$ cat config.mk
export PLATFORM = sky130hd
export DESIGN_NAME = lpmon_box
export DESIGN_NICKNAME = d
export VERILOG_FILES = /design/src/rtl/lpmon_pkg.sv /design/src/rtl/lpmon_evt_sel.sv /design/src/rtl/lpmon_ctr.sv /design/src/rtl/lpmon_box.sv
export SDC_FILE = /design/constraint.sdc
export NUM_CORES = 1
export LEC_CHECK = 0
export BUFFER_PORTS_ARGS = -buffer_cell sky130_fd_sc_hd__buf_2
export CORE_MARGIN = 2
export CORE_UTILIZATION = 38
export CTS_CLUSTER_DIAMETER = 60
export CTS_CLUSTER_SIZE = 28
export DETAILED_ROUTE_END_ITERATION = 8
export PLACE_DENSITY = 0.7
export SLEW_MARGIN = 20
export SYNTH_ARGS = -nofsm -noshare
export SYNTH_HDL_FRONTEND = slang
export SYNTH_HIERARCHICAL = 1
export SYNTH_SLANG_ARGS = --single-unit
$ cat constraint.sdc
create_clock -name clk -period 4.88 [get_ports clk]
set_input_delay 0.976 -clock clk [delete_from_list [all_inputs] [get_ports clk]]
set_output_delay 0.976 -clock clk [all_outputs]
set_load 0.02 [all_outputs]
$ cat src/rtl/lpmon_pkg.sv
package lpmon_pkg;

    localparam int SEL_W = 3;

    typedef enum logic [1:0] {
        CLS_GEN  = 2'd0,
        CLS_OCC  = 2'd1,
        CLS_RING = 2'd2,
        CLS_NONE = 2'd3
    } evt_cls_e;

    // bit 0 count enable, bit 1 overflow enable, bits 3:2 class, bits 6:4 select
    typedef struct packed {
        logic [SEL_W-1:0] sel;
        evt_cls_e         cls;
        logic             ovf_en;
        logic             cnt_en;
    } ctl_t;

    localparam int CTL_W = $bits(ctl_t);

endpackage

$ cat src/rtl/lpmon_evt_sel.sv
module lpmon_evt_sel
    import lpmon_pkg::*;
#(
    parameter int NUM_EVT    = 8,
    parameter int NUM_RING   = 4,
    parameter int INC_W      = 8,
    parameter bit ALLOW_OCC  = 1'b0,
    parameter bit ALLOW_RING = 1'b0
) (
    input  ctl_t                     ctl,
    input  logic [NUM_EVT*INC_W-1:0] evt_inc,
    input  logic [INC_W-1:0]         occ_val,
    input  logic [NUM_RING-1:0]      ring_evt,
    output logic [INC_W-1:0]         inc
);

    localparam int RSEL_W = (NUM_RING > 1) ? $clog2(NUM_RING) : 1;

    always_comb begin
        inc = '0;
        if (ctl.cnt_en) begin
            case (ctl.cls)
                CLS_GEN:  inc = evt_inc[ctl.sel*INC_W +: INC_W];
                CLS_OCC:  if (ALLOW_OCC) inc = occ_val;
                CLS_RING: if (ALLOW_RING) inc = INC_W'(ring_evt[ctl.sel[RSEL_W-1:0]]);
                default:  inc = '0;
            endcase
        end
    end

endmodule

$ cat src/rtl/lpmon_ctr.sv
module lpmon_ctr #(
    parameter int CTR_W = 44,
    parameter int INC_W = 8
) (
    input  logic             clk,
    input  logic             rst_n,
    input  logic             freeze,
    input  logic             wr_en,
    input  logic [CTR_W-1:0] wr_data,
    input  logic [INC_W-1:0] inc,
    output logic [CTR_W-1:0] val,
    output logic             carry
);

    typedef struct packed {
        logic [CTR_W-1:0] val;
    } ctr_st_t;

    ctr_st_t       st_d, st_q;
    logic [CTR_W:0] sum;

    always_comb begin
        sum   = {1'b0, st_q.val} + {{(CTR_W-INC_W+1){1'b0}}, inc};
        st_d  = st_q;
        carry = 1'b0;
        if (wr_en) begin
            st_d.val = wr_data;
        end else if (!freeze) begin
            st_d.val = sum[CTR_W-1:0];
            carry    = sum[CTR_W];
        end
    end

    always_ff @(posedge clk or negedge rst_n) begin
        if (!rst_n) st_q <= '0;
        else        st_q <= st_d;
    end

    assign val = st_q.val;

endmodule

$ cat src/rtl/lpmon_box.sv
module lpmon_box
    import lpmon_pkg::*;
#(
    parameter int NUM_CTR  = 3,
    parameter int CTR_W    = 44,
    parameter int INC_W    = 8,
    parameter int NUM_EVT  = 8,
    parameter int NUM_RING = 4,
    parameter int OCC_CTR  = 0,
    parameter int RING_CTR = 2,
    localparam int SLOT      = 1 << $clog2(NUM_CTR + 1),
    localparam int ADDR_W    = $clog2(2 * SLOT),
    localparam int CTL_BASE  = SLOT,
    localparam int STAT_ADDR = 2 * SLOT - 1
) (
    input  logic                     clk,
    input  logic                     rst_n,
    input  logic [NUM_EVT*INC_W-1:0] evt_inc,
    input  logic [INC_W-1:0]         occ_val,
    input  logic [NUM_RING-1:0]      ring_evt,
    input  logic                     freeze,
    input  logic                     wr_en,
    input  logic [ADDR_W-1:0]        wr_addr,
    input  logic [CTR_W-1:0]         wr_data,
    input  logic [ADDR_W-1:0]        rd_addr,
    output logic [CTR_W-1:0]         rd_data,
    output logic [NUM_CTR*CTR_W-1:0] ctr_val,
    output logic [NUM_CTR-1:0]       box_status,
    output logic                     ovf_msg
);

    typedef struct packed {
        ctl_t [NUM_CTR-1:0] ctl;
        logic [NUM_CTR-1:0] status;
        logic               msg;
    } box_st_t;

    box_st_t            st_d, st_q;
    logic [NUM_CTR-1:0] carry;
    logic [NUM_CTR-1:0] ctr_wr;
    logic [CTR_W-1:0]   val [NUM_CTR];

    for (genvar i = 0; i < NUM_CTR; i++) begin : g_ctr
        logic [INC_W-1:0] inc;

        assign ctr_wr[i] = wr_en && (wr_addr == ADDR_W'(i));

        lpmon_evt_sel #(
            .NUM_EVT    (NUM_EVT),
            .NUM_RING   (NUM_RING),
            .INC_W      (INC_W),
            .ALLOW_OCC  (i == OCC_CTR),
            .ALLOW_RING (i == RING_CTR)
        ) u_sel (
            .ctl      (st_q.ctl[i]),
            .evt_inc  (evt_inc),
            .occ_val  (occ_val),
            .ring_evt (ring_evt),
            .inc      (inc)
        );

        lpmon_ctr #(
            .CTR_W (CTR_W),
            .INC_W (INC_W)
        ) u_ctr (
            .clk     (clk),
            .rst_n   (rst_n),
            .freeze  (freeze),
            .wr_en   (ctr_wr[i]),
            .wr_data (wr_data),
            .inc     (inc),
            .val     (val[i]),
            .carry   (carry[i])
        );

        assign ctr_val[i*CTR_W +: CTR_W] = val[i];
    end

    always_comb begin
        logic [NUM_CTR-1:0] set_v;
        logic [NUM_CTR-1:0] clr_v;
        st_d  = st_q;
        set_v = '0;
        clr_v = '0;
        if (wr_en && (wr_addr == ADDR_W'(STAT_ADDR))) clr_v = wr_data[NUM_CTR-1:0];
        for (int i = 0; i < NUM_CTR; i++) begin
            if (wr_en && (wr_addr == ADDR_W'(CTL_BASE + i)))
                st_d.ctl[i] = ctl_t'(wr_data[CTL_W-1:0]);
            set_v[i] = carry[i] & st_q.ctl[i].ovf_en;
        end
        st_d.status = (st_q.status & ~clr_v) | set_v;
        st_d.msg    = |set_v;
    end

    always_ff @(posedge clk or negedge rst_n) begin
        if (!rst_n) st_q <= '0;
        else        st_q <= st_d;
    end

    always_comb begin
        rd_data = '0;
        for (int i = 0; i < NUM_CTR; i++) begin
            if (rd_addr == ADDR_W'(i))            rd_data = val[i];
            if (rd_addr == ADDR_W'(CTL_BASE + i)) rd_data = CTR_W'(st_q.ctl[i]);
        end
        if (rd_addr == ADDR_W'(STAT_ADDR)) rd_data = CTR_W'(st_q.status);
    end

    assign box_status = st_q.status;
    assign ovf_msg    = st_q.msg;

endmodule

* Yosys cells after proc, flatten, opt, wreduce, memory -nomap -nowiden
Cells that the tools add are included.
** Cells by class
- Add/subtract/negate cells :: 3
- Equal/unequal tests :: 17
- Shift-type cells :: 3
- Multiplexer cells :: 28
- Bitwise logic cells :: 6
- Order comparisons :: 1
- Reduce and logical (&&, ||, !) cells :: 13
** Operator list (count)
- 2-to-1 mux 44 bit :: 13
- indexed part select 64 x 7 -> 8 bit :: 3
- adder 44 x 8 -> 45 bit :: 3
- 2-to-1 mux 8 bit :: 4
- one-hot mux 8 bit (2 select lines) :: 2
- == test 3 bit (second input constant) :: 8
- logical AND 1 bit :: 7
- 2-to-1 mux 1 bit :: 7
- == test 3 x 1 -> 1 bit (second input constant) :: 2
- == test 3 x 2 -> 1 bit (second input constant) :: 2
- zero test 2 bit :: 3
- zero test 3 bit :: 2
- != test 2 x 1 -> 1 bit (second input constant) :: 3
- AND 1 bit :: 3
- AND 3 bit :: 1
- less-than comparator 2 x 3 -> 1 bit (second input constant) :: 1
- 2-to-1 mux 3 bit :: 1
- inverter 3 bit :: 1
- OR 3 bit :: 1
- OR reduction 3 bit :: 1
- binary-select mux 1 bit (select 2 bit) :: 1
- == test 2 x 1 -> 1 bit (second input constant) :: 1
- == test 2 bit (second input constant) :: 1
** Word-level totals
- Input bits :: 130
- Output and inout port bits :: 180
- Word-level logic and storage cells :: 88
- Register bits after elaboration :: 157

* Longest topological paths before layout
Gate-level depths: netlist (run 1).
- Depth in word-level cells :: 9
- Gate-level depth with buffers :: 16
- Mapped depth without buffers :: 13

* Hierarchy
Netlist (run 1), hierarchy kept.
** By module, submodules not included
- lpmon_ctr (g_ctr[1].u_ctr ...) :: cells each 332, instances 2, area each 2930.3 µm², sequential area each 1101.1 µm²
- lpmon_ctr (g_ctr[0].u_ctr) :: cells each 347, instances 1, area each 2984.1 µm², sequential area each 1101.1 µm²
- lpmon_box :: cells each 250, instances 1, area each 2459.9 µm², sequential area each 625.6 µm²
- lpmon_evt_sel (g_ctr[0].u_sel) :: cells each 61, instances 1, area each 711.9 µm², sequential area each 0.0 µm²
- lpmon_evt_sel (g_ctr[1].u_sel) :: cells each 69, instances 1, area each 639.4 µm², sequential area each 0.0 µm²
- lpmon_evt_sel (g_ctr[2].u_sel) :: cells each 42, instances 1, area each 584.3 µm², sequential area each 0.0 µm²

* Worst setup path after synthesis (run 1)
Ideal clock, no wire load.
- Path type :: input to register
- Start :: input evt_inc[8]
- End :: register st_q, in the netlist ovf_msg
- Arrival time :: 3.654 ns
- Setup time :: 0.127 ns
- Data required time :: 4.753 ns
- Stages on the path :: 14
- Slack :: 1.099 ns
- Buffers on the path :: 2
- Path through :: mux4_1 > a211oi_1 > a2111oi_0 > ha_1 > inv_1 > fa_1 > nor2b_1 > o31a_1 > o211ai_1 > clkbuf_1 > buf_2 > nor4_1 > a222oi_1 > inv_1
** RTL lines
- start: declaration :: RTL line lpmon_box.sv:18 : input logic [NUM_EVT*INC_W-1:0] evt_inc,
- end signal: assignment :: RTL line lpmon_box.sv:97 : else st_q <= st_d;
- end: declaration :: RTL line lpmon_box.sv:38 : box_st_t st_d, st_q;

* Final worst setup path (run 1)
- Start :: register st_q[8] (netlist name)
- End :: register g_ctr[0].u_ctr.st_q, in the netlist g_ctr[0].u_ctr/val[17]
** Between the ends
- Word-level cells in the longest chain between the ends :: 6
** RTL lines
- indexed part select 64 x 7 -> 8 bit :: RTL line lpmon_evt_sel.sv:23 : CLS_GEN: inc = evt_inc[ctl.sel*INC_W +: INC_W];
- one-hot mux 8 bit (2 select lines) :: RTL line lpmon_evt_sel.sv:22 : case (ctl.cls)
- 2-to-1 mux 8 bit :: RTL line lpmon_evt_sel.sv:21 : if (ctl.cnt_en) begin
- via g_ctr[0].inc[7] :: RTL line lpmon_box.sv:44 : logic [INC_W-1:0] inc;
- adder 44 x 8 -> 45 bit :: RTL line lpmon_ctr.sv:23 : sum = {1'b0, st_q.val} + {{(CTR_W-INC_W+1){1'b0}}, inc};
- 2-to-1 mux 44 bit :: RTL line lpmon_ctr.sv:28 : end else if (!freeze) begin
- 2-to-1 mux 44 bit :: RTL line lpmon_ctr.sv:26 : if (wr_en) begin
- end signal: assignment :: RTL line lpmon_ctr.sv:36 : else st_q <= st_d;
- end: declaration :: RTL line lpmon_ctr.sv:19 : ctr_st_t st_d, st_q;
The timed path passes the listed nets, and every way through them passes these cells. The select of a mux whose other input is x is not followed.
A chain may end at the register's enable or synchronous reset.

==> results.md, run 1 <==
* Result of the run: completed
* Cell area power density at 432 mW/mm^2
* Number of clock buffers inserted by TritonCTS at 17
* Data arrival time at the worst-slack endpoint at 4.88 ns
* Layout Nets at 1845
* Cell Rows at 68
* Highest attainable clock frequency at 222 MHz
* Total grt overflow at 0
* Clock tree buffer depth at 2
* Post-synthesis area per instance at 9.24 sq um
* Number of sinks on the clock net at 157
* Number of enable-type register cells in the synthesized netlist at 0
* Maximum clock skew at final layout at 0.0126 ns
* Slew Limit Headroom at 0.259
* Largest net degree at the start of global routing at 99
* Share of final-layout standard cells stronger than drive strength 1 at 0.297
* Primary flip-flop cell chosen by synthesis mapping: dfrtp_1
* DRT Pass-1 Iters at 6
* Crit Path Class: reg -> reg
* Flops & latches, synth at 157
* Final-layout setup total negative slack at 0 ns
* IO Pins at 310
* Global placer's final weighted congestion at 0.955
* Worst-case vdd ir drop at 0.000295 V
* Global-route wire length before repair at 78.4 mm
* Highest-count cells in the layout ignoring fill and taps: 308 x buf_2, 157 x dfrtp_1, 116 x nor2_1, 116 x nand2_1, 74 x mux2_2
* Filler Cells Inserted at 3366
* Root Driver: clkbuf_16
* # hold bufs at CTS at 0
* Tightest Pin Transition at 1.10 ns
* Die X at 191 um
* Tot Pwr at 6.79 mW
* Number of vias after detailed routing at 13678
* Finish-stage setup viols at 0
* Number of maximum-capacitance violations at 0
* Post-synth ARST share at 1.00
* Worst Hold Class: in -> async
* Die Y-Extent at 191 um
* Post-synth net total at 1590
* Clock network latency to the later pin of the worst-skew pair at 0.44 ns
* Avg Vias per Cell at 6.34
* Average wire per cell in the routed design at 24.8 um
* Vias in the first global route at 12548
* Largest incremental delay on the critical path at 0.88 ns
* Final Cycle Share at 0.923
* Clock transition at the register clock pins on the worst setup and hold paths after CTS at 0.07 ns
* Setup crit start kind: flop
* Number of setup buffers added after CTS at 0
* Setup repair after global routing missed its margin: false
* Leading cell type in the layout, fill and taps excluded: buf_2
* Sequential-to-total area share from yosys stat at 0.297
* Highest-delay cell along the critical path: a2111oi_0
* Final number of max-transition violations at 0
* Critical Path RT at 5.26 ns
* Distinct cell type count of the synthesized netlist at 85
* Sort of element at the end of the critical path: flop
* Number of hold-slack violations in the final timing report at 0
* Die Footprint at 0.0364 sq mm
* Leakage power figure at 6.66 nW
* Post-synthesis instance area at 0.0132 sq mm
* Maximum fanout encountered on the critical timing path at 16
* Utilization after layout at 0.455
* Total of warnings raised by yosys at 6
* Post_cts resized at 0
* Synth top area share at 0.297
* Iteration-0 DRC count of the detailed router at 1284
* Synthesis-to-finish area growth at 18.5%
* GR Util All Layers at 0.288
* Number of antenna violations at the first check in global routing at 4
* Cell type contributing the most total cell area after synthesis: dfrtp_1
* CP Cell Sequence: mux4_1 -> a21oi_1 -> a2111oi_0 -> buf_4 -> ha_1 -> nand3_1 -> or3_1 -> a21oi_1 -> or4b_1 -> nand3_1
* HPWL after detailed placement at 41.5 mm
* WL final at 53.5 mm
* Buffers on Ports at 309
* Number of cells produced by synthesis at 1433
* Top cells by area, synth: dfrtp_1 30%, mux2_2 6.3%, mux2i_1 4.2%
* Clock tree from TritonCTS: done
* # DRC at 0
* Effective utilization at floorplan at 0.384
* Antenna viol nets, final at 0
* Shortest period the worst path allows at 4.50 ns
* Clock H-tree levels at 4
* CORE AREA at 0.0345 sq mm
==> worst max-delay path: cells and delay by family (launching register included) <==
kind / cells / cell delay [ns]
DFF: 1 / 0.87
muxes: 1 / 0.43
AOI/OAI and AO/OA: 3 / 1.40
buffers and inverters: 1 / 0.23
adders and majority gates: 1 / 0.22
and+or+nand+nor: 4 / 1.29
==> power by group <==
part / leakage [nW] / switching, mW / total [mW] / internal (mW)
combinational: 4.52 / 1.77 / 2.99 / 1.21
clock: 0.302 / 0.631 / 1.50 / 0.870
sequential: 1.84 / 0.681 / 2.30 / 1.62
total: 6.66 / 3.08 / 6.79 / 3.70
==> area by class of cell <==
class                      count  area [sq um]  share of cell area
timing repair buffer         337          1800               0.114
antenna                        1          2.50            0.000159
multi-input combinational   1138          8630               0.550
sequential                   157          3930               0.250
inverter                      37           139             0.00885
tap                          455           569              0.0363
clock inverter                14           205              0.0131
clock buffer                  18           429              0.0273
==> cells in the mapped netlist (21+ instances only) <==
library cell,number
xor2_1,21
o31ai_1,35
a22oi_1,50
a31oi_1,45
dfrtp_1,157
inv_1,35
or4_1,43
clkbuf_1,54
mux2_2,74
nand3_1,64
o21ai_0,58
nor2b_1,25
mux2i_1,56
ha_1,24
a21oi_1,35
o21a_1,24
nor2_1,116
nand2_1,116
nor3_1,21
o211ai_1,29
==> through the flow <==
stage	instance area (sq um)	hold slack [ns]	cells	setup WS (ns)
finish	15700	0.393	2157	0.377
global route	15700	0.403	2156	0.179
CTS	15700	0.536	2155	0.493
detailed placement	15000	0.521	2123	0.429
global placement	15000	0.517	2123	0.485
floorplan	13200	0.496	1433	1.10
==> registers in the layout, summed over array words and instances, names as in the netlist <==
name and cells:
ovf_msg 1, g_ctr.u_ctr/val 132, st_q 21, box_status 3
==> per-layer routing <==
layer / vias up / wire length, um / GRT usage
met2: 809 / 25500 / 0.485
met5: - / 34 / 0
met3: 131 / 4750 / 0.0547
met1: 6646 / 20100 / 0.345
met4: 6 / 3110 / 0.161
li1: 6086 / - / -
==> path summary, 6_finish.rpt <==
check	cells past startpoint	slack [ns]	to	startpoint
worst max-delay path	10	0.38	g_ctr[0].u_ctr/val[17]	st_q[8]
worst min-delay path	1	0.39	g_ctr[1].u_ctr/val[19]	rst_n
worst max register to register	10	0.38	g_ctr[0].u_ctr/val[17]	st_q[8]
worst min register to register	1	0.54	st_q[14]	st_q[14]
max in group asynchronous	3	3.39	g_ctr[1].u_ctr/val[21]	rst_n
min in group clk	1	0.54	st_q[14]	st_q[14]
==> logic make-up after synthesis <==
logic type | after synthesis | share of synthesized area
simple gates | 525 | 0.218
compound gates | 388 | 0.210
mux | 166 | 0.172
flops | 157 | 0.297
buf+inv | 138 | 0.0545
xor+xnor | 32 | 0.0212
fa+ha+maj | 27 | 0.0272
Power figures use the tool's default switching activity.
==> inputs of run 2 (changes only) <==
==> constraint.sdc (replaced) <==
create_clock -name clk -period 4.5 [get_ports clk]
set_input_delay 0.9 -clock clk [delete_from_list [all_inputs] [get_ports clk]]
set_output_delay 0.9 -clock clk [all_outputs]
set_load 0.02 [all_outputs]
==> results.md, run 2 (synthesized netlist as in run 1, its figures left out) <==
* HPWL after detailed placement at 41.3 mm (was 41.5 mm)
* GR Util All Layers at 0.292 (was 0.288)
* Critical Path RT at 4.84 ns (was 5.26 ns)
* Total grt overflow at 0 (unchanged)
* Leading cell type in the layout, fill and taps excluded: buf_2 (unchanged)
* Final-layout setup total negative slack at 0 ns (unchanged)
* Die Y-Extent at 191 um (unchanged)
* Clock network latency to the later pin of the worst-skew pair at 0.45 ns (was 0.44 ns)
* Synthesis-to-finish area growth at 18.1% (was 18.5%)
* Leakage power figure at 6.64 nW (was 6.66 nW)
* Filler Cells Inserted at 3372 (was 3366)
* Global-route wire length before repair at 79.6 mm (was 78.4 mm)
* Maximum clock skew at final layout at 0.0207 ns (was 0.0126 ns)
* Area taken by multi-input logic gates at 0.00863 sq mm (unchanged)
* Sort of element at the end of the critical path: flop (unchanged)
* Antenna viol nets, final at 0 (unchanged)
* CP Cell Sequence: mux4_2 -> mux2i_1 -> a21oi_1 -> ha_1 -> inv_1 -> fa_1 -> nor2b_1 -> o31a_1 -> o211ai_1 -> buf_4 -> or2_2 -> a221o_1 (was mux4_1 -> a21oi_1 -> a2111oi_0 -> buf_4 -> ha_1 -> nand3_1 -> or3_1 -> a21oi_1 -> or4b_1 -> nand3_1)
* Tot Pwr at 7.15 mW (was 6.79 mW)
* WL final at 53.4 mm (was 53.5 mm)
* Largest net degree at the start of global routing at 97 (was 99)
* Storage element area at 0.00393 sq mm (unchanged)
* Vias in the first global route at 12788 (was 12548)
* Number of vias after detailed routing at 13540 (was 13678)
* Post_cts resized at 0 (unchanged)
* Finish-stage setup viols at 0 (unchanged)
* Global placer's final weighted congestion at 0.963 (was 0.955)
* Die X at 191 um (unchanged)
* Setup crit start kind: flop (unchanged)
* Placed cell areas at 0.0151 sq mm (was 0.0150 sq mm)
* Die Footprint at 0.0364 sq mm (unchanged)
* Clock transition at the register clock pins on the worst setup and hold paths after CTS at 0.08 ns (was 0.07 ns)
* Cell area power density at 457 mW/mm^2 (was 432 mW/mm^2)
* Effective utilization at floorplan at 0.384 (unchanged)
* Buffers on Ports at 309 (unchanged)
* Largest incremental delay on the critical path at 0.91 ns (was 0.88 ns)
* Clock tree from TritonCTS: done (unchanged)
* Tightest Pin Transition at 1.08 ns (was 1.10 ns)
* Number of setup buffers added after CTS at 0 (unchanged)
* DRT Pass-1 Iters at 5 (was 6)
* Clock tree buffer depth at 2 (unchanged)
* Number of clock buffers inserted by TritonCTS at 17 (unchanged)
* Final Cycle Share at 0.892 (was 0.923)
* Final number of max-transition violations at 0 (unchanged)
* Number of hold-slack violations in the final timing report at 0 (unchanged)
* Shortest period the worst path allows at 4.01 ns (was 4.50 ns)
* Maximum fanout encountered on the critical timing path at 23 (was 16)
* Number of maximum-capacitance violations at 0 (unchanged)
* Largest register FFs at 132 (unchanged)
* Number of antenna violations at the first check in global routing at 3 (was 4)
* Layout Nets at 1846 (was 1845)
* Highest-delay cell along the critical path: dfrtp_1 (was a2111oi_0)
* Setup repair after global routing missed its margin: false (unchanged)
* Number of sinks on the clock net at 157 (unchanged)
* Cell Rows at 68 (unchanged)
* Area of all placed cells without fillers at 0.0156 sq mm (was 0.0157 sq mm)
* Highest attainable clock frequency at 249 MHz (was 222 MHz)
* Worst-case vdd ir drop at 0.000341 V (was 0.000295 V)
* Highest-count cells in the layout ignoring fill and taps: 308 x buf_2, 157 x dfrtp_1, 116 x nor2_1, 116 x nand2_1, 74 x mux2_2 (unchanged)
* Clock H-tree levels at 4 (unchanged)
* Result of the run: completed (unchanged)
* Slew Limit Headroom at 0.283 (was 0.259)
* Count of buffering cells on the critical path with inverters included at 2 (was 1)
* Share of final-layout standard cells stronger than drive strength 1 at 0.298 (was 0.297)
* Crit Path Class: reg -> reg (unchanged)
* # hold bufs at CTS at 0 (unchanged)
* CORE AREA at 0.0345 sq mm (unchanged)
* # DRC at 0 (unchanged)
* Root Driver: clkbuf_16 (unchanged)
* Iteration-0 DRC count of the detailed router at 1214 (was 1284)
* Data arrival time at the worst-slack endpoint at 4.35 ns (was 4.88 ns)
* Average wire per cell in the routed design at 24.7 um (was 24.8 um)
* IO Pins at 310 (unchanged)
* Avg Vias per Cell at 6.27 (was 6.34)
* Worst Hold Class: in -> async (unchanged)
* Cell family with the largest share of critical-path delay: compound AO/OA/AOI/OAI gates (unchanged)
[run 2: cell types whose count changed in the layout (fill, tap and decap cells not counted), moves of 2 or more]
cell       before  now
diode_2         1    3
clkbuf_8        0    2
buf_12          1    3
inv_8           2    0
inv_6           4    8
bufinv_16       4    0
[run 2: worst paths after layout]
path,cells past startpoint,startpoint,endpoint,slack (ns)
worst max-delay path,12,st_q[23],g_ctr[2].u_ctr/val[36],0.49
worst min-delay path,1,rst_n,g_ctr[1].u_ctr/val[20],0.41
worst max register to register,12,st_q[23],g_ctr[2].u_ctr/val[36],0.49
worst min register to register,1,st_q[11],st_q[11],0.54
max in group asynchronous,2,rst_n,g_ctr[1].u_ctr/val[7],3.06
min in group clk,1,st_q[11],st_q[11],0.54
[run 2: layer usage]
metal  GRT usage  up-vias  part of all wire
met5           0        -           0.00024
li1            -     6096                 -
met1       0.348     6610              0.39
met3      0.0539      141             0.076
met4       0.167        2             0.059
met2       0.492      691              0.48
[run 2: final cells by class]
| type | instances | share of cell area |
|---|---|---|
| diodes | 3 | 0.000480 |
| multi-input cells | 1138 | 0.552 |
| well taps | 455 | 0.0364 |
| clock inverters | 13 | 0.00656 |
| repair buffers | 338 | 0.116 |
| inverters | 37 | 0.00888 |
| flip-flops and latches | 157 | 0.251 |
| clock buffers | 19 | 0.0290 |
[run 2: report_power, final]
part | internal [mW] | switching [mW] | total, mW | leakage, nW
Sequential | 1.76 | 0.704 | 2.46 | 1.84
Clock | 0.747 | 0.676 | 1.42 | 0.268
Combinational | 1.32 | 1.94 | 3.26 | 4.53
Total | 3.83 | 3.32 | 7.15 | 6.64
[run 2: worst register-to-register path, cell delays in order (launching register included)]
cell and delay, ns:
dfrtp_1 0.91, mux4_2 0.39, mux2i_1 0.08, a21oi_1 0.26, ha_1 0.24, inv_1 0.09, fa_1 0.38, nor2b_1 0.24
o31a_1 0.26, o211ai_1 0.17, buf_4 0.25, or2_2 0.35, a221o_1 0.29
[run 2: metrics by stage]
step / utilization / worst slack, ns / hold WS [ns] / std cells
final: 0.454 / 0.486 / 0.415 / 2160
after global routing: 0.453 / 0.262 / 0.456 / 2157
after CTS: 0.453 / 0.525 / 0.455 / 2157
after detailed placement: 0.437 / 0.101 / 0.528 / 2125
after global placement: 0.437 / 0.245 / 0.515 / 2125
after floorplan: - / 0.795 / 0.496 / 1433
==> inputs of run 3 (changes only) <==
--- a/config.mk
+++ b/config.mk
@@ -7,11 +7,11 @@
 export LEC_CHECK = 0
 export BUFFER_PORTS_ARGS = -buffer_cell sky130_fd_sc_hd__buf_2
 export CORE_MARGIN = 2
-export CORE_UTILIZATION = 38
+export CORE_UTILIZATION = 45
 export CTS_CLUSTER_DIAMETER = 60
 export CTS_CLUSTER_SIZE = 28
 export DETAILED_ROUTE_END_ITERATION = 8
-export PLACE_DENSITY = 0.7
+export PLACE_DENSITY = 0.79
 export SLEW_MARGIN = 20
 export SYNTH_ARGS = -nofsm -noshare
 export SYNTH_HDL_FRONTEND = slang
==> results.md, run 3 (synthesized netlist as in run 1, its figures left out) <==
* Result of the run: completed (unchanged)
* Placed cell areas at 0.0150 sq mm (was 0.0151 sq mm)
* Die X at 176 um (was 191 um)
* Most crowded layer after global routing: met2 (unchanged)
* Clock transition at the register clock pins on the worst setup and hold paths after CTS at 0.08 ns (about the same)
* Sort of element at the end of the critical path: flop (unchanged)
* Die Footprint at 0.0308 sq mm (was 0.0364 sq mm)
* IO Pins at 310 (unchanged)
* Number of antenna violations at the first check in global routing at 0 (was 3)
* Critical Path RT at 4.89 ns (was 4.84 ns)
* Highest attainable clock frequency at 258 MHz (was 249 MHz)
* Worst-case vdd ir drop at 0.000360 V (was 0.000341 V)
* Number of sinks on the clock net at 157 (unchanged)
* Post-layout instance count excluding filler cells at 2090 (was 2160)
* Buffers on Ports at 309 (unchanged)
* # hold bufs at CTS at 0 (unchanged)
* Global routing usage on met1 at 0.399 (was 0.348)
* Global placer's final weighted congestion at 0.951 (was 0.963)
* Slew Limit Headroom at 0.325 (was 0.283)
* Clock network latency to the later pin of the worst-skew pair at 0.45 ns (about the same)
* Worst Hold Slack at 0.523 ns (was 0.415 ns)
* Setup repair after global routing missed its margin: false (unchanged)
* Leakage power figure at 6.66 nW (was 6.64 nW)
* Final WS setup at 0.625 ns (was 0.486 ns)
* Maximum fanout encountered on the critical timing path at 12 (was 23)
* Leading cell type in the layout, fill and taps excluded: buf_2 (unchanged)
* # DRC at 0 (unchanged)
* Die Y-Extent at 176 um (was 191 um)
* Global-route wire length before repair at 77.4 mm (was 79.6 mm)
* M2 GR Usage at 0.541 (was 0.492)
* Finish-stage setup viols at 0 (unchanged)
* Effective utilization at floorplan at 0.459 (was 0.384)
* Clock H-tree levels at 4 (unchanged)
* CORE AREA at 0.0289 sq mm (was 0.0345 sq mm)
* Data arrival time at the worst-slack endpoint at 4.26 ns (was 4.35 ns)
* Antenna viol nets, final at 0 (unchanged)
* Worst Hold Class: in -> async (unchanged)
* Total grt overflow at 0 (unchanged)
* Iteration-0 DRC count of the detailed router at 1310 (was 1214)
* Avg Vias per Cell at 6.65 (was 6.27)
* Number of vias after detailed routing at 13889 (was 13540)
* Number of maximum-capacitance violations at 0 (unchanged)
* Average wire per cell in the routed design at 24.9 um (was 24.7 um)
* Met3 usage in global routing at 0.0535 (was 0.0539)
* Area of all placed cells without fillers at 0.0156 sq mm (about the same)
* Root Driver: clkbuf_16 (unchanged)
* Synthesis-to-finish area growth at 17.5% (was 18.1%)
* Tightest Pin Transition at 1.01 ns (was 1.08 ns)
* Maximum clock skew at final layout at 0.0206 ns (was 0.0207 ns)
* Cell Rows at 62 (was 68)
* Largest register FFs at 132 (unchanged)
* Shortest period the worst path allows at 3.88 ns (was 4.01 ns)
* DRT Pass-1 Iters at 5 (unchanged)
* Clock tree from TritonCTS: done (unchanged)
* Largest net degree at the start of global routing at 84 (was 97)
* Setup crit start kind: flop (unchanged)
* Number of hold-slack violations in the final timing report at 0 (unchanged)
* HPWL after detailed placement at 39.6 mm (was 41.3 mm)
* Placed instance count at 2057 (was 2125)
* Final Cycle Share at 0.861 (was 0.892)
* Vias in the first global route at 12973 (was 12788)
* Final number of max-transition violations at 0 (unchanged)
* R2R Setup Slk at 0.62 ns (was 0.49 ns)
* Clock tree buffer depth at 2 (unchanged)
* Number of setup buffers added after CTS at 0 (unchanged)
* Placement Setup Slack at 0.390 ns (was 0.101 ns)
* Number of clock buffers inserted by TritonCTS at 17 (unchanged)
* Tot Pwr at 7.18 mW (was 7.15 mW)
* Cell area power density at 462 mW/mm^2 (was 457 mW/mm^2)
* Final-layout setup total negative slack at 0 ns (unchanged)
* GR Util All Layers at 0.329 (was 0.292)
* Reg2Reg Launch Point: st_q[9] (was st_q[23])
* Capture instance of the worst register-to-register path: g_ctr[0].u_ctr/val[17] (was g_ctr[2].u_ctr/val[36])
* WL final at 51.9 mm (was 53.4 mm)
* Crit Path Class: reg -> reg (unchanged)
* Highest-count cells in the layout ignoring fill and taps: 308 x buf_2, 157 x dfrtp_1, 116 x nor2_1, 116 x nand2_1, 74 x mux2_2 (unchanged)
* Number of cells traversed by the worst register-to-register path at 10 (was 12)
* Share of final-layout standard cells stronger than drive strength 1 at 0.299 (was 0.298)
* Layout Nets at 1849 (was 1846)
* Post_cts resized at 0 (unchanged)
* Utilization after layout at 0.539 (was 0.454)
[run 3: changes by cell type in the layout (fill, tap and decap cells not counted), moves of 3 or more]
cell        previous run  this run
buf_4                 26        32
buf_12                 3         0
clkinv_8               0         3
inv_8                  0         4
clkinvlp_4             3         0
[run 3: report_power, final]
part	switching [mW]	internal, mW
clock network	0.704	0.745
registers	0.713	1.76
logic	1.95	1.31
total	3.37	3.82
[run 3: how the worst max path moves through the flow]
stage	slack [ns]	end	startpoint
floorplan	0.80	ovf_msg	evt_inc[8]
global placement	0.53	g_ctr[0].u_ctr/val[17]	evt_inc[13]
detailed placement	0.39	g_ctr[0].u_ctr/val[38]	evt_inc[8]
CTS	0.66	ovf_msg	st_q[16]
global route	0.38	ovf_msg	st_q[17]
finish	0.62	g_ctr[0].u_ctr/val[17]	st_q[9]
[run 3: final cells by class]
type	instances	area [sq um]
fill	2667	13300
multi-input combinational	1138	8630
sequential	157	3930
timing repair buffer	341	1790
tap	384	480
clock buffer	17	425
clock inverter	15	160
inverter	37	139
antenna	1	2.50
[run 3: per-layer routing]
metal / up-vias / routed length [um]
met2: 922 / 24200
met3: 198 / 4820
met1: 6686 / 19000
met4: 0 / 3880
li1: 6083 / -
met5: - / 0
[run 3: critical path, stage by stage, from the launching register on]
cell,delay [ns]
dfrtp_1,0.54
buf_4,0.28
mux4_1,0.19
nor3_1,0.04
a2111oi_0,0.67
ha_1,0.34
nand3_1,0.12
or3_1,0.58
a21oi_1,0.48
or4b_1,0.49
nand3_1,0.09
